===== src/rtl/mpu_guard.sv =====
module mpu_guard #(
  parameter int NREG = 8
) (
  input  logic        clk,
  input  logic        rst_n,
  input  logic        cfg_sel,
  input  logic        cfg_wr,
  input  logic [7:0]  cfg_addr,
  input  logic [1:0]  cfg_size,
  input  logic        cfg_priv,
  input  logic [31:0] cfg_wdata,
  output logic [31:0] cfg_rdata,
  output logic        cfg_err,
  input  logic        chk_valid,
  input  logic [31:0] chk_addr,
  input  logic        chk_write,
  input  logic        chk_priv,
  output logic        chk_done,
  output logic        chk_fault
);
  localparam int RW = $clog2(NREG);

  logic [26:0]     base_q  [NREG];
  logic [26:0]     limit_q [NREG];
  logic [NREG-1:0] ro_q, po_q, en_q;
  logic            ctrl_en, ctrl_bg;
  logic [RW-1:0]   rnr_q;
  logic [31:0]     attr0_q, attr1_q;

  wire is_type = cfg_addr == 8'h90;
  wire is_ctrl = cfg_addr == 8'h94;
  wire is_rnr  = cfg_addr == 8'h98;
  wire is_reg  = cfg_addr >= 8'h9C && cfg_addr <= 8'hB8;
  wire is_a0   = cfg_addr == 8'hC0;
  wire is_a1   = cfg_addr == 8'hC4;
  wire mapped  = is_type | is_ctrl | is_rnr | is_reg | is_a0 | is_a1;
  wire word_ok = cfg_size == 2'd2 && cfg_addr[1:0] == 2'b00;

  assign cfg_err = cfg_sel && (!cfg_priv || !word_ok || !mapped);
  wire acc_ok = cfg_sel && !cfg_err;
  wire wr_ok  = acc_ok && cfg_wr;

  logic [7:0]    rel;
  logic [RW-1:0] ridx;
  assign rel  = cfg_addr - 8'h9C;
  assign ridx = rnr_q + RW'(rel[4:3]);
  wire sel_lim = rel[2];

  always_comb begin
    cfg_rdata = '0;
    if (acc_ok && !cfg_wr) begin
      if (is_type)      cfg_rdata = 32'(NREG);
      else if (is_ctrl) cfg_rdata = {30'd0, ctrl_bg, ctrl_en};
      else if (is_rnr)  cfg_rdata = 32'(rnr_q);
      else if (is_reg)  cfg_rdata = sel_lim ? {limit_q[ridx], 4'd0, en_q[ridx]}
                                            : {base_q[ridx], 3'd0, ro_q[ridx], po_q[ridx]};
      else if (is_a0)   cfg_rdata = attr0_q;
      else if (is_a1)   cfg_rdata = attr1_q;
    end
  end

  always_ff @(posedge clk or negedge rst_n) begin
    if (!rst_n) begin
      ctrl_en <= 1'b0;
      ctrl_bg <= 1'b0;
      rnr_q   <= '0;
      attr0_q <= '0;
      attr1_q <= '0;
      ro_q    <= '0;
      po_q    <= '0;
      en_q    <= '0;
      for (int i = 0; i < NREG; i++) begin
        base_q[i]  <= '0;
        limit_q[i] <= '0;
      end
    end else if (wr_ok) begin
      if (is_ctrl) begin
        ctrl_en <= cfg_wdata[0];
        ctrl_bg <= cfg_wdata[1];
      end
      if (is_rnr) rnr_q <= cfg_wdata[RW-1:0];
      if (is_a0) attr0_q <= cfg_wdata;
      if (is_a1) attr1_q <= cfg_wdata;
      if (is_reg) begin
        if (sel_lim) begin
          limit_q[ridx] <= cfg_wdata[31:5];
          en_q[ridx]    <= cfg_wdata[0];
        end else begin
          base_q[ridx] <= cfg_wdata[31:5];
          ro_q[ridx]   <= cfg_wdata[1];
          po_q[ridx]   <= cfg_wdata[0];
        end
      end
    end
  end

  logic hit, hit_ro, hit_po;
  always_comb begin
    hit    = 1'b0;
    hit_ro = 1'b0;
    hit_po = 1'b0;
    for (int i = 0; i < NREG; i++) begin
      if (en_q[i] && chk_addr[31:5] >= base_q[i] && chk_addr[31:5] <= limit_q[i]) begin
        hit    = 1'b1;
        hit_ro = ro_q[i];
        hit_po = po_q[i];
      end
    end
  end

  wire fault_c = ctrl_en && (hit ? ((chk_write && hit_ro) || (!chk_priv && hit_po))
                                 : !(ctrl_bg && chk_priv));

  always_ff @(posedge clk or negedge rst_n) begin
    if (!rst_n) begin
      chk_done  <= 1'b0;
      chk_fault <= 1'b0;
    end else begin
      chk_done  <= chk_valid;
      chk_fault <= chk_valid && fault_c;
    end
  end
endmodule


===== config.mk =====
export PLATFORM = sky130hd
export DESIGN_NAME = mpu_guard
export DESIGN_NICKNAME = d
export VERILOG_FILES = /design/src/rtl/mpu_guard.sv
export SDC_FILE = /design/constraint.sdc
export NUM_CORES = 1
export LEC_CHECK = 0
export ABC_CLOCK_PERIOD_IN_PS = 6700
export BUFFER_PORTS_ARGS = -buffer_cell sky130_fd_sc_hd__clkbuf_2
export CAP_MARGIN = 15
export CORE_ASPECT_RATIO = 1.4
export CORE_UTILIZATION = 24
export DETAILED_ROUTE_END_ITERATION = 10
export MAX_ROUTING_LAYER = met4
export PLACE_DENSITY_LB_ADDON = 0.1
export SYNTH_ARGS = -nofsm -noshare
export SYNTH_HDL_FRONTEND = slang
export SYNTH_SLANG_ARGS = --single-unit

===== constraint.sdc =====
create_clock -name clk -period 6.7 [get_ports clk]
set_clock_uncertainty 0.2 [all_clocks]
set_input_delay 1.34 -clock clk [delete_from_list [all_inputs] [get_ports clk]]
set_output_delay 1.34 -clock clk [all_outputs]
set_load 0.03 [all_outputs]

---- After elaboration in Yosys (flattened, before gate mapping) ----
Index checks and enable logic that the tools add are counted.
storage, ports and cells
  register bits after elaboration ......... 527
  input bits .............................. 82
  output and inout bits ................... 35
  logic and storage cells ................. 163
operators by class
  add/subtract/negate cells ............... 2
  magnitude comparators ................... 22
  equality and inequality tests ........... 6
  muxes and demuxes ....................... 54
  bitwise gates (word level) .............. 7
  reduce and logical (&&, ||, !) cells .... 46
operator list
  cell                 count
  $bwmux 216           2
  $mux 32              8
  $ge 27x27->1         8
  $le 27x27->1         8
  $bmux 27 s3          2
  $mux 27              5
  $demux 27 s3         1
  $eq 8x8->1 const B   5
  $logic_and 1x1->1    29
  $mux 1               29
  $bwmux 8             3
  $bmux 1 s3           3
  $ge 8x8->1 const B   1
  $le 8x8->1 const B   1
  $reduce_and 2->1     4
  $logic_not 1->1      7
  $reduce_and 3->1     2
  $or 1x1->1           5
  $sub 5x5->5 const B  1
  $ge 4x4->1 const B   1
  $lt 3x4->1 const B   1
  $lt 4x1->1 const B   1
  $not 3->4            1
  $add 3x2->3          1
  other kinds (6)      8

---- Depth between registers and ports, before layout ----
Gate-level depths: netlist of run 1.
  depth after elaboration ................. 16
  mapped depth ............................ 15
  mapped depth without buffers ............ 13

---- Worst setup path after synthesis of run 1 ----
OpenSTA, ideal clock, no wires.
  path kind ............................... input port to output port
  start point ............................. input port cfg_addr[2]
  end point ............................... output port cfg_rdata[31]
  arrival ................................. 4.586 ns
  data required time ...................... 5.160 ns
  slack ................................... 0.574 ns
  cell stages on the path ................. 14
  path buffers ............................ 2
  cell sequence ........................... inv_1 > ha_1 > ha_1 > inv_1 > fa_1 > nor2b_1 > nand2_1 > buf_1 > clkbuf_1 > o22ai_1 > or4_1 > o21ai_0 > nand2_1 > a21oi_1
between the ends
  cells in the longest elaborated chain, start to end .. 13
  elaborated cells on any way between the ends .. 36
  classes of those cells .................. add/sub: 2; order compare: 2; eq/ne: 5; mux: 14; bitwise: 6; reduce/logical: 7
ends and longest elaborated chain
  element                                               RTL line  text
  start: declaration                                    8         input logic [7:0] cfg_addr,
  branches (longest 12 deep; another with $sub 5x5->5)  --
  $mux 32 (*)                                           51        if (acc_ok && !cfg_wr) begin
  end: declaration                                      12        output logic [31:0] cfg_rdata,
Mark *: on every way between the ends. The select of a mux whose other input is x is not followed.

---- Worst setup path in the final report of run 1 ----
  start point ............................. input port cfg_addr[2]
  end point ............................... output port cfg_rdata[25]
Same word-level chain as after synthesis.

==> results by stage, run 1 <==
Die:
- The floorplan step defined a die boundary enclosing 144000 µm².
- The starting density of the core is about 24%.
- The floorplan step defined a core boundary enclosing approximately 140000 µm².
- Row generation in the floorplan step produced 163 rows.
- The die boundary height is around 450 µm.
- The boundary pin count is between 100 and 150.
- The die width is 321 µm.

Global routing:
- The final global-route overflow total is 0.
- Entering global routing, the biggest net connects 110 pins.
- The number of antenna violations at the first check in global routing is 8.
- The first global-routing pass estimated about 210000 µm of wire.
- The via count of the first global-routing pass was approximately 28000.
- Global routing used a little over a fifth of the available tracks across all layers.

Routing:
- Dividing the detail-routed wire length by the instance count gives roughly 27 µm.
- The highest layer used for signal routing is met4.
- The remaining number of nets flagged by the antenna check after routing is 0.
- The routed via count divided by cell count is roughly 5.
- After detailed routing, the met2 layer carries between 70000 and 80000 µm of wire.
- For this block, wires on met1 add up to between 60000 and 70000 µm.
- For this run, design rule violations remaining after detail routing come to 0.
- Summed over all nets, wire length on met3 after detailed routing comes to around 4600 µm.
- The final routed wirelength across all metal layers is roughly 150000 µm.
- The via count is 26800.
- In this run, the number of DRC markers left after iteration 0 of detailed routing was between 1500 and 2000.
- The first detailed-routing pass took 7 iterations.

Worst setup path:
- The critical path is of the primary input to primary output type.
- In this run the worst path has a maximum fanout of 16.
- The category of the worst setup path capture point is a primary output.
- The arrival time of data at the critical path endpoint is ~5.0 ns.
- The startpoint class of the critical path is a primary input.
- For the worst setup path, the data required time is a little over 5 ns.

Clocking:
- The buffer depth of the longest clock path is 3.
- The clock-pin slew on the worst setup and hold paths is about 0.060 ns.
- The number of clock sinks is around 530.
- The clock tree from TritonCTS is yes.
- In this run, CTS created clock tree buffers numbering 66.
- The clock tree synthesis step divided the H-tree into 3 levels.
- The clock root buffer is sky130_fd_sc_hd__clkbuf_16.
- The later pin in the worst-skew pair is clocked with a latency of approximately 0.66 ns.

STA:
- The number of setup violations in the final report is 0.
- Headroom to the max-slew limit came out at between 20% and 30%.
- The count of pins over their slew limit is 0.
- The worst-case setup margin in the final layout is about 0.14 ns.
- In the finished design, the share of the clock period the worst path needs comes to a little over nine tenths.
- The maximum frequency from static timing analysis is 152 MHz.
- The worst path in the final design needs a cycle of between 6 and 7 ns, including I/O delays and setup.
- The number of endpoints with negative hold slack in the final report is 0.
- The slew at the pin closest to its max-slew limit is roughly 1.1 ns.

Synth:
- sky130_fd_sc_hd__dfrtp_1 takes more of the synthesized area than any other cell.
- The instance count of the mapped netlist is 3257.
- The fraction of registers with async set or reset after synthesis is 100%.
- Synthesis inferred 527 register bits.
- After synthesis the cells add up to 34100 µm².
- The count of flip-flops with a built-in enable after synthesis is 0.
- The count of unique library cells instantiated by Yosys is 74.
- The synthesis warning total is 0.
- The post-synthesis area per instance is about 10 µm².
- In the post-synthesis netlist, the cell with the most instances is sky130_fd_sc_hd__dfrtp_1.
- The sequential cell area fraction in the yosys report is between 30% and 40%.
- By area the synthesized netlist is led by sky130_fd_sc_hd__dfrtp_1 39%, sky130_fd_sc_hd__ha_1 16%, sky130_fd_sc_hd__mux2_2 12%, sky130_fd_sc_hd__mux2_1 5.3%, sky130_fd_sc_hd__inv_1 4.8%.
- The most used flip-flop cell after synthesis is sky130_fd_sc_hd__dfrtp_1.
- Counting instances in the post-synthesis netlist gives the leading cell types as 527 x sky130_fd_sc_hd__dfrtp_1, 437 x sky130_fd_sc_hd__ha_1, 436 x sky130_fd_sc_hd__inv_1, 366 x sky130_fd_sc_hd__mux2_2, 231 x sky130_fd_sc_hd__o22ai_1.
- The area share of the largest cell type after synthesis is about 39%.
- When the netlist entered floorplanning its net count stood at around 3800.

Placed design:
- Before CTS, the worst setup slack after placement is -0.202 ns.
- The quantity of I/O buffers inserted on ports is between 100 and 150.
- The congestion estimate from routability-driven global placement came to between 0.8 and 0.9.
- In this run the cell area measured after placement is 38100 µm².
- The wire-length estimate of the detail-placed layout is 109000 µm.
- Including well taps, the total number of placed cells is ~5300.

Status:
- The run finished with clean final reports.

Power and ir drop:
- The analysis attributes to cell leakage a power of between 0.015 and 0.02 µW.
- The areal power density over the cells is about 200 nW/µm².
- Total power for the finished layout comes to slightly above 8000 µW.
- The worst-case vdd ir drop is about 0.17 mV.

Layout:
- The final instance count without filler cells is 5417.
- From synthesis to final layout, the design area changed by 18.6%.
- After filler insertion, the fill cell instance count of the layout stands at between 10000 and 15000.
- The net total in the final layout is 3978.
- The fraction of layout instances using a drive strength above 1 is between 20 and 25%.
- Once layout is done, the placed cells without fillers occupy approximately 40000 µm².

Worst hold path:
- The path category of the worst min-delay check is register to register.

Flow run:
- The max capacitance violation total is 0.
-- metal layers --
metal / vias to the layer above / global-route usage (%)
met4: 0 / 6.45
li1: 12400 / -
met2: 504 / 37.1
met5: - / -
met3: 160 / 2.21
met1: 13700 / 25.4
-- where the power goes --
part / switching, µW / internal [µW] / leakage (µW)
Sequential: 1.38 / 3180 / 0.00736
Combinational: 713 / 356 / 0.00999
Clock: 1620 / 2300 / 0.00113
-- flip-flops by register name (all words and copies together), names as in the netlist --
| name | cells |
|---|---|
| ctrl_en | 1 |
| limit_q | 216 |
| chk_done | 1 |
| ctrl_bg | 1 |
| po_q | 8 |
| attr1_q | 32 |
| attr0_q | 32 |
| rnr_q | 3 |
| base_q | 216 |
| chk_fault | 1 |
| ro_q | 8 |
| en_q | 8 |
-- worst max-delay path: stages --
cell and delay, ns:
sky130_fd_sc_hd__buf_2 0.13, sky130_fd_sc_hd__inv_1 0.07, sky130_fd_sc_hd__ha_1 0.31, sky130_fd_sc_hd__ha_1 0.14
sky130_fd_sc_hd__inv_1 0.05, sky130_fd_sc_hd__fa_2 0.44, sky130_fd_sc_hd__xnor2_4 0.20, sky130_fd_sc_hd__buf_4 0.18
sky130_fd_sc_hd__nand2_4 0.20, sky130_fd_sc_hd__buf_16 0.23, sky130_fd_sc_hd__buf_4 0.16, sky130_fd_sc_hd__o22ai_1 0.07
sky130_fd_sc_hd__or4_1 0.50, sky130_fd_sc_hd__o21ai_0 0.26, sky130_fd_sc_hd__buf_4 0.19, sky130_fd_sc_hd__a222oi_1 0.09
sky130_fd_sc_hd__buf_4 0.17, sky130_fd_sc_hd__nor2_1 0.07, sky130_fd_sc_hd__clkbuf_2 0.20
-- logic make-up (layout without fill, tap and decap cells) --
family	count (synthesis)	after routing	share of synthesized area (%)
compound gates	673	673	12.7
buf+inv	580	833	6.95
flops	527	527	38.6
xor+xnor	3	3	0.0770
mux	528	528	17.4
simple gates	508	508	8.13
fa+ha+maj	438	438	16.1
other cells	0	10	0
-- stage by stage --
step	TNS (ns)	util, %	hold WS, ns
2_1_floorplan	0	-	0.278
3_3_place_gp	-0.326	27.0	0.286
3_5_place_dp	-0.587	27.0	0.293
4_1_cts	0	28.6	0.306
5_1_grt	-0.00597	28.7	0.315
6_report	0	28.7	0.305
-- worst paths after layout --
check,slack (ns),cells after the start,endpoint,startpoint
worst min register to register,0.31,1,attr0_q[0],attr0_q[0]
worst max register to register,2.41,12,chk_fault,base_q[101]
min in group asynchronous,0.47,1,limit_q[189],rst_n
max in group asynchronous,4.70,2,limit_q[37],rst_n
worst min-delay path,0.31,1,attr0_q[0],attr0_q[0]
worst max-delay path,0.14,19,cfg_rdata[25],cfg_addr[2]
-- repair_timing --
item,CTS,global route
pin swaps,0,0
hold buffers,0,0
gates resized for setup,5,15
buffers inserted,0,0
cloned,0,1
setup endpoints to repair,10,15
endpoints found under the hold margin,0,0
-- cells in the final DEF (no fill, tap or decap), types with 16 or more instances in the layout --
cell type                     n
sky130_fd_sc_hd__dfrtp_1    527
sky130_fd_sc_hd__nor4_1      33
sky130_fd_sc_hd__a21oi_1    129
sky130_fd_sc_hd__or4_1       29
sky130_fd_sc_hd__a222oi_1    28
sky130_fd_sc_hd__o21a_1      17
sky130_fd_sc_hd__a211oi_1    31
sky130_fd_sc_hd__buf_4      136
sky130_fd_sc_hd__nand4_1     65
sky130_fd_sc_hd__inv_1      436
sky130_fd_sc_hd__nor3_1      25
sky130_fd_sc_hd__o22ai_1    231
sky130_fd_sc_hd__mux2_2     366
sky130_fd_sc_hd__clkbuf_2   109
sky130_fd_sc_hd__ha_1       437
sky130_fd_sc_hd__mux2_1     160
sky130_fd_sc_hd__nand2_1    119
sky130_fd_sc_hd__nor2_1      82
sky130_fd_sc_hd__buf_12      27
sky130_fd_sc_hd__o21ai_0     91
sky130_fd_sc_hd__nand3_1     48
sky130_fd_sc_hd__clkbuf_16   74
sky130_fd_sc_hd__nor2b_1     16
sky130_fd_sc_hd__a21o_1      39
-- final cells by class --
class	count	area (µm²)	area share [%]
multi-input cells	2150	18800	46.4
flip-flops and latches	527	13200	32.6
well taps	1897	2370	5.86
repair buffers	277	2190	5.41
clock buffers	99	2070	5.12
inverters	436	1640	4.04
clock inverters	21	213	0.525
diodes	10	25.0	0.0618
No activity file was read; power rests on OpenSTA's default activity.
==> run 2: changes to the inputs <==
PLACE_DENSITY_LB_ADDON = 0.05   (was 0.1)
REMOVE_ABC_BUFFERS = 1   (was not set)
==> results by stage, run 2 (synthesis gave the netlist of run 1 again) <==
Layout:
- Most frequent cells in the layout: 527 x sky130_fd_sc_hd__dfrtp_1, 437 x sky130_fd_sc_hd__ha_1, 436 x sky130_fd_sc_hd__inv_1 (unchanged).
- The fraction of layout instances using a drive strength above 1 is 22.2% (was 22.7%).
- The area used by multi-input combinational logic is 18800 µm² (about the same).
- The net total in the final layout is 3952 (was 3978).
- The commonest non-fill, non-tap cell in the layout is sky130_fd_sc_hd__dfrtp_1 (unchanged).
- The summed area of non-filler cells in the final layout is 40400 µm² (was 40500 µm²).
- The utilization of the core after routing is 28.6% (was 28.7%).
- Leading registers by flop count: base_q x216, limit_q x216 (unchanged).
- The number of fill cells is 14900 (was 15000).
- The area overhead of the layout relative to synthesis is 18.4% (was 18.6%).
- The final instance count without filler cells came to 5383 (was 5417).
- The area used by sequential logic in the layout was 13200 µm² (unchanged).

Global routing:
- The most utilized layer in the global route result is met2 (unchanged).
- The number of antenna violations at the first check in global routing came to 2 (was 8).
- The routing usage on met2 is 40.9% (was 37.1%).
- The pin count of the biggest net entering global routing is 151 (was 110).
- The wire length of the first global-routing pass came to 224000 µm (was 211000 µm).
- The via count of the first global-routing pass came to 28600 (was 28000).
- The global-route track usage on met3 was 2.08% (was 2.21%).
- The met1 routing resource usage after global routing is 26.0% (was 25.4%).
- The final global-route overflow total is 0 (unchanged).
- The global-route total usage across every layer is 22.8% (was 21.1%).

Clocking:
- The deepest level of the CTS H-tree is 3 (unchanged).
- The buffer depth of the longest clock path was 3 (unchanged).
- The number of clock sinks is 527 (unchanged).
- The number of buffers created by CTS was 70 (was 66).
- The cts-stage hold buffer count is 0 (unchanged).
- The latest clock arrival within the worst-skew pair is 0.69 ns (was 0.66 ns).
- The clock-pin slew on the worst setup and hold paths is 0.05 ns (was 0.06 ns).
- The clock tree from TritonCTS is yes (unchanged).
- The clock root buffer is sky130_fd_sc_hd__clkbuf_16 (unchanged).

Routing:
- The initial DRC count is 1669 (was 1620).
- The number of detailed-routing iterations run before antenna repair is 8 (was 7).
- The remaining number of nets flagged by the antenna check after routing was 0 (unchanged).
- The via count is 27100 (was 26800).
- The final routed wirelength across all metal layers is 159000 µm (was 148000 µm).
- The detailed-route DRC error count came to 0 (unchanged).
- The routed via count divided by cell count was 5.03 (was 4.94).
- The final routed wire length divided by cell count was 29.5 µm (was 27.4 µm).

Worst setup path:
- The internal reg-to-reg setup slack is 2.28 ns (was 2.41 ns).
- The startpoint class of the critical path is a primary input (unchanged).
- The classification of the worst setup path is primary input to primary output (unchanged).
- The category of the worst setup path capture point was a primary output (unchanged).
- The endpoint required time on the critical path is 5.16 ns (about the same).
- The arrival time of data at the critical path endpoint is 5.08 ns (was 5.02 ns).
- The largest fanout on the critical path is 14 (was 16).

Power and ir drop:
- The areal power density over the cells is 208 nW/µm² (was 202 nW/µm²).
- The portion of total power attributed to the clock network was 50.2% (was 47.9%).
- The sequential share of power is 37.9% (was 39.0%).
- The internal power contribution is 6090 µW (was 5840 µW).
- The leakage power figure is 0.0184 µW (was 0.0185 µW).
- The proportion of power drawn by combinational gates was 11.9% (was 13.1%).
- The worst-case vdd ir drop is 0.150 mV (was 0.171 mV).
- The switching power was 2320 µW (was 2330 µW).
- The net switching fraction of the power is 27.6% (was 28.6%).

Die:
- The starting density of the core is 24.2% (unchanged).
- The site row count is 163 (unchanged).
- The core area was 141000 µm² (unchanged).
- The die area is 144000 µm² (unchanged).
- The die width is 321 µm (unchanged).
- The boundary pin count is 117 (unchanged).
- The die boundary height is 448 µm (unchanged).

Placed design:
- The quantity of I/O buffers inserted on ports is 111 (unchanged).
- The cell area reported after detailed placement is 37900 µm² (was 38100 µm²).
- The number of cells in the design after placement came to 5257 (was 5286).
- The half-perimeter wire length after placement is 120000 µm (was 109000 µm).
- The routability congestion estimate was 0.876 (was 0.887).

STA:
- The final clock period utilization by the worst path is 98.8% (was 97.9%).
- The setup TNS is 0 ns (unchanged).
- The final hold slack came to 0.303 ns (was 0.305 ns).
- The number of endpoints with negative hold slack in the final report is 0 (unchanged).
- The max-slew headroom at the worst pin is 16.3% (was 28.6%).
- The count of pins over their slew limit is 0 (unchanged).
- Setup repair after global routing could not meet its margin everywhere.
- The minimum clock period after layout was 6.62 ns (was 6.56 ns).
- The slew at the pin closest to its max-slew limit is 1.22 ns (was 1.06 ns).
- The number of setup violations in the final report is 0 (unchanged).
- The maximum frequency from static timing analysis is 151 MHz (was 152 MHz).

Flow run:
- The max capacitance violation total is 0 (unchanged).

Status:
- Outcome: complete, no violations (unchanged).

Worst hold path:
- The path category of the worst min-delay check is register to register (unchanged).
## run 2: cell type report
| class | count | share of cell area, % |
|---|---|---|
| Antenna cell | 1 | 0.00619 |
| Clock buffer | 96 | 5.11 |
| Clock inverter | 29 | 1.12 |
| Inverter | 436 | 4.05 |
| Multi-Input combinational cell | 2150 | 46.4 |
| Sequential cell | 527 | 32.6 |
| Tap cell | 1897 | 5.87 |
| Timing Repair Buffer | 247 | 4.82 |
## run 2: repair_timing
item                                    4_1_cts  5_1_grt
endpoints found under the setup margin        3        6
gates resized for setup                       3        6
cloned                                        0        0
pin swaps                                     0        2
setup buffers                                 0        0
## run 2: per-layer routing
metal  vias up  wire, µm
li1      12300         -
met1     14000     64800
met2       576     83000
met5         -         0
met3       197      4450
met4         0      6520
## run 2: stage by stage
stage | power, µW | setup slack [ns]
CTS | 8570 | 0.0000444
global placement | 4250 | 0.00831
global route | 8750 | -0.00274
floorplan | 3670 | -0.211
detailed placement | 4250 | -0.0174
finish | 8420 | 0.0837
## run 2: power by group through the flow
stage,clock [µW],combinational [µW],sequential (µW)
final,4230,1000,3190
after global routing,4460,1100,3180
after CTS,4370,1020,3190
after detailed placement,0,1010,3240
after global placement,0,1010,3240
after floorplan,0,429,3240
## run 2: final timing paths
check / cells after the start / from / end
max in group asynchronous: 2 / rst_n / base_q[204]
worst min register to register: 1 / attr0_q[11] / attr0_q[11]
min in group asynchronous: 1 / rst_n / attr0_q[24]
worst max register to register: 11 / base_q[145] / chk_fault
worst max-delay path: 16 / cfg_addr[3] / cfg_rdata[23]
worst min-delay path: 1 / attr0_q[11] / attr0_q[11]
## run 2: worst max-delay path, cell delays in order
cell	delay [ns]
sky130_fd_sc_hd__clkbuf_2	0.14
sky130_fd_sc_hd__inv_1	0.07
sky130_fd_sc_hd__ha_1	0.28
sky130_fd_sc_hd__ha_1	0.18
sky130_fd_sc_hd__inv_1	0.06
sky130_fd_sc_hd__fa_1	0.51
sky130_fd_sc_hd__nor2b_2	0.24
sky130_fd_sc_hd__nand2_4	0.32
sky130_fd_sc_hd__o22ai_1	0.15
sky130_fd_sc_hd__nor4_1	0.74
sky130_fd_sc_hd__buf_4	0.23
sky130_fd_sc_hd__nand2_1	0.05
sky130_fd_sc_hd__o21ai_0	0.12
sky130_fd_sc_hd__a222oi_1	0.23
sky130_fd_sc_hd__nor2_1	0.17
sky130_fd_sc_hd__clkbuf_2	0.22
==> run 3: changes to the inputs <==
ABC_AREA = 1   (was not set)
CTS_CLUSTER_DIAMETER = 50   (was not set)
==> results by stage, run 3 <==
Clocking:
- The buffer depth of the longest clock path was 3 (unchanged).
- The cts-stage hold buffer count is 0 (unchanged).
- The number of buffers created by CTS is 93 (was 70).
- The clock root buffer is sky130_fd_sc_hd__clkbuf_16 (unchanged).
- The latest clock arrival within the worst-skew pair is 0.75 ns (was 0.69 ns).
- The number of clock sinks is 527 (unchanged).
- The clock-pin slew on the worst setup and hold paths is 0.06 ns (was 0.05 ns).
- The deepest level of the CTS H-tree was 3 (unchanged).
- The clock tree from TritonCTS is yes (unchanged).

Layout:
- The number of fill cells is 15600 (was 14900).
- The net total in the final layout is 4988 (was 3952).
- The fraction of layout instances using a drive strength above 1 was 9.89% (was 22.2%).
- Leading registers by flop count: base_q x216, limit_q x216 (unchanged).
- Most frequent cells in the layout: 979 x sky130_fd_sc_hd__nand2_1, 607 x sky130_fd_sc_hd__inv_1, 527 x sky130_fd_sc_hd__dfrtp_1 (was 527 x sky130_fd_sc_hd__dfrtp_1, 437 x sky130_fd_sc_hd__ha_1, 436 x sky130_fd_sc_hd__inv_1).
- The commonest non-fill, non-tap cell in the layout is sky130_fd_sc_hd__nand2_1 (was sky130_fd_sc_hd__dfrtp_1).
- The area overhead of the layout relative to synthesis is 19.1% (was 18.4%).

STA:
- The final hold slack was 0.278 ns (was 0.303 ns).
- The count of pins over their slew limit was 0 (unchanged).
- The setup TNS was 0 ns (unchanged).
- The worst-case setup margin in the final layout is 0.194 ns (was 0.0837 ns).
- RSZ-0062 raised after global routing: no (was yes).
- The final clock period utilization by the worst path came to 97.1% (was 98.8%).
- The maximum frequency from static timing analysis is 154 MHz (was 151 MHz).
- The slew at the pin closest to its max-slew limit was 1.00 ns (was 1.22 ns).
- The number of endpoints with negative hold slack in the final report is 0 (unchanged).
- The max-slew headroom at the worst pin is 32.5% (was 16.3%).
- The minimum clock period after layout is 6.51 ns (was 6.62 ns).
- The number of setup violations in the final report came to 0 (unchanged).

Power and ir drop:
- The leakage power figure is 0.0181 µW (was 0.0184 µW).
- The areal power density over the cells came to 232 nW/µm² (was 208 nW/µm²).
- The worst-case vdd ir drop is 0.207 mV (was 0.150 mV).

Worst setup path:
- In this design, the critical path's most frequently occurring cell is sky130_fd_sc_hd__inv_1.
- The arrival time of data at the critical path endpoint is 4.97 ns (was 5.08 ns).
- The classification of the worst setup path is primary input to primary output (unchanged).
- The startpoint class of the critical path is a primary input (unchanged).
- The endpoint required time on the critical path is 5.16 ns (about the same).
- The slowest cell on the critical path was sky130_fd_sc_hd__a221oi_1 (was sky130_fd_sc_hd__nor4_1).
- The delay of the slowest cell on the worst path came to 0.52 ns (was 0.74 ns).
- Critical path cell sequence: clkbuf_2, inv_1, ha_1, ha_1, inv_1, fa_1, xnor2_1, inv_1, nand3_4, inv_1, a221oi_1, a21oi_1, nor3_1, clkbuf_2 (was clkbuf_2, inv_1, ha_1, ha_1, inv_1, fa_1, nor2b_2, nand2_4, o22ai_1, nor4_1, buf_4, nand2_1, o21ai_0, a222oi_1, nor2_1, clkbuf_2).
- The category of the worst setup path capture point is a primary output (unchanged).
- The largest fanout on the critical path is 8 (was 14).

Die:
- The die boundary height came to 450 µm (was 448 µm).
- The site row count came to 164 (was 163).
- The boundary pin count was 117 (unchanged).
- The core area is 143000 µm² (was 141000 µm²).
- The die area was 145000 µm² (was 144000 µm²).
- The die width is 322 µm (was 321 µm).
- The starting density of the core is 24.2% (about the same).

Routing:
- The number of detailed-routing iterations run before antenna repair is 5 (was 8).
- The final routed wire length divided by cell count is 27.5 µm (was 29.5 µm).
- The detailed-route DRC error count is 0 (unchanged).
- The routed via count divided by cell count is 4.84 (was 5.03).
- The via count came to 31300 (was 27100).
- The remaining number of nets flagged by the antenna check after routing is 0 (unchanged).
- The initial DRC count is 1952 (was 1669).
- The final routed wirelength across all metal layers is 178000 µm (was 159000 µm).

Worst hold path:
- The path category of the worst min-delay check was register to register (unchanged).

Synth:
- The area share of the largest cell type after synthesis is 38.3% (was 38.6%).
- The most frequent cell after synthesis is sky130_fd_sc_hd__nand2_1 (was sky130_fd_sc_hd__dfrtp_1).
- The synthesis warning total is 0 (unchanged).
- The cell area after technology mapping is 34400 µm² (was 34100 µm²).
- The count of flip-flops with a built-in enable after synthesis is 0 (unchanged).
- The flip-flop and latch count after synthesis came to 527 (unchanged).
- The most used flip-flop cell after synthesis was sky130_fd_sc_hd__dfrtp_1 (unchanged).
- Top cell types by occurrence after synthesis: 990 x sky130_fd_sc_hd__nand2_1, 608 x sky130_fd_sc_hd__inv_1, 527 x sky130_fd_sc_hd__dfrtp_1, 437 x sky130_fd_sc_hd__ha_1, 325 x sky130_fd_sc_hd__o21ai_0 (was 527 x sky130_fd_sc_hd__dfrtp_1, 437 x sky130_fd_sc_hd__ha_1, 436 x sky130_fd_sc_hd__inv_1, 366 x sky130_fd_sc_hd__mux2_2, 231 x sky130_fd_sc_hd__o22ai_1).
- The cell type contributing the most total cell area after synthesis is sky130_fd_sc_hd__dfrtp_1 (unchanged).
- The fraction of registers with async set or reset after synthesis is 100% (unchanged).
- The post-synthesis area per instance was 7.91 µm² (was 10.5 µm²).
- The count of unique library cells instantiated by Yosys was 49 (was 74).
- The sequential cell area fraction in the yosys report was 38.3% (was 38.6%).
- Largest cells by area after synthesis: sky130_fd_sc_hd__dfrtp_1 38%, sky130_fd_sc_hd__ha_1 16%, sky130_fd_sc_hd__nand2_1 11%, sky130_fd_sc_hd__inv_1 6.6%, sky130_fd_sc_hd__o21ai_0 4.7% (was sky130_fd_sc_hd__dfrtp_1 39%, sky130_fd_sc_hd__ha_1 16%, sky130_fd_sc_hd__mux2_2 12%, sky130_fd_sc_hd__mux2_1 5.3%, sky130_fd_sc_hd__inv_1 4.8%).
- The instance count of the mapped netlist was 4354 (was 3257).

Global routing:
- The wire length of the first global-routing pass is 249000 µm (was 224000 µm).
- The global-route total usage across every layer was 25.3% (was 22.8%).
- The number of antenna violations at the first check in global routing came to 3 (was 2).
- The final global-route overflow total is 0 (unchanged).
- The pin count of the biggest net entering global routing was 118 (was 151).
- The via count of the first global-routing pass is 32000 (was 28600).

Placed design:
- The post-placement setup slack is 0.0710 ns (was -0.0174 ns).
- The half-perimeter wire length after placement is 132000 µm (was 120000 µm).
- The quantity of I/O buffers inserted on ports is 111 (unchanged).
- The routability congestion estimate came to 0.938 (was 0.876).

Flow run:
- The max capacitance violation total is 0 (unchanged).

Status:
- Outcome: complete, no violations (unchanged).
run 3: cell count changes after synthesis, sizes merged, moves of 28 or more:
cell    change
o21ai     +543
or4        -29
a222oi     -28
inv       +178
nand2     +872
o41ai      +40
a21oi      +85
nor2       +45
nand3      +51
o22ai      -37
a211oi     -28
mux2      -522
buf        +36
run 3: timing repair:
item / CTS / global route
setup endpoints to repair: 0 / 4
resized for setup: 0 / 4
buffers inserted: 0 / 0
run 3: worst max-delay path, delay by kind of cell:
kind	cells	cell delay, ns
AND/OR/NAND/NOR	2	0.57
XOR/XNOR	1	0.24
buffers and inverters	6	1.20
AO/OA/AOI/OAI	2	0.75
adder cells (fa/ha/maj)	3	0.84
run 3: final timing paths:
path,startpoint,endpoint,slack (ns),cells after the start
setup / recovery,cfg_addr[2],cfg_rdata[13],0.19,14
hold / removal,attr0_q[17],attr0_q[17],0.28,2
setup reg to reg,limit_q[6],chk_fault,2.60,12
hold reg to reg,attr0_q[17],attr0_q[17],0.28,2
max in group asynchronous,rst_n,attr0_q[16],4.55,2
min in group asynchronous,rst_n,attr0_q[27],0.39,1
run 3: cell families after synthesis:
family	synth area share (%)
and+or+nand+nor	16.8
AOI/OAI and AO/OA	19.1
buffers and inverters	9.68
DFF	38.3
adders and majority gates	15.9
muxes	0.131
xor gates and xnor gates	0.0509
run 3: where the power goes:
| part | leakage [µW] | switching, µW | total, µW | internal [µW] |
|---|---|---|---|---|
| Clock | 0.00161 | 2060 | 5230 | 3170 |
| Sequential | 0.00721 | 7.11 | 3200 | 3190 |
| Combinational | 0.00931 | 774 | 1090 | 313 |
run 3: through the flow:
| stage | total power, µW | instance area (µm²) | cells | utilization, % |
|---|---|---|---|---|
| after global routing | 9850 | 41000 | 6459 | 28.8 |
| after floorplan | 3750 | 33400 | 4153 | - |
| after global placement | 4350 | 37700 | 6282 | 26.4 |
| final | 9520 | 41000 | 6461 | 28.8 |
| after CTS | 9650 | 41000 | 6458 | 28.8 |
| after detailed placement | 4360 | 37700 | 6282 | 26.4 |
run 3: final cells by class:
type                            count  area [µm²]  area share, %
Clock buffer                      110        2470           6.02
Sequential cell                   527       13200           32.1
Antenna cell                        3        7.51         0.0183
Tap cell                         1909        2390           5.82
Multi-Input combinational cell   3011       18100           44.2
Clock inverter                     66         883           2.15
Inverter                          615        2310           5.62
Timing Repair Buffer              220        1660           4.04
run 3: per-layer routing:
| layer | part of all wire, % | track usage, % | up-vias |
|---|---|---|---|
| li1 | - | - | 15000 |
| met1 | 40 | 28.3 | 15500 |
| met2 | 54 | 46.5 | 578 |
| met3 | 2.8 | 2.11 | 193 |
| met4 | 3.6 | 9.16 | 0 |
| met5 | 0 | - | - |
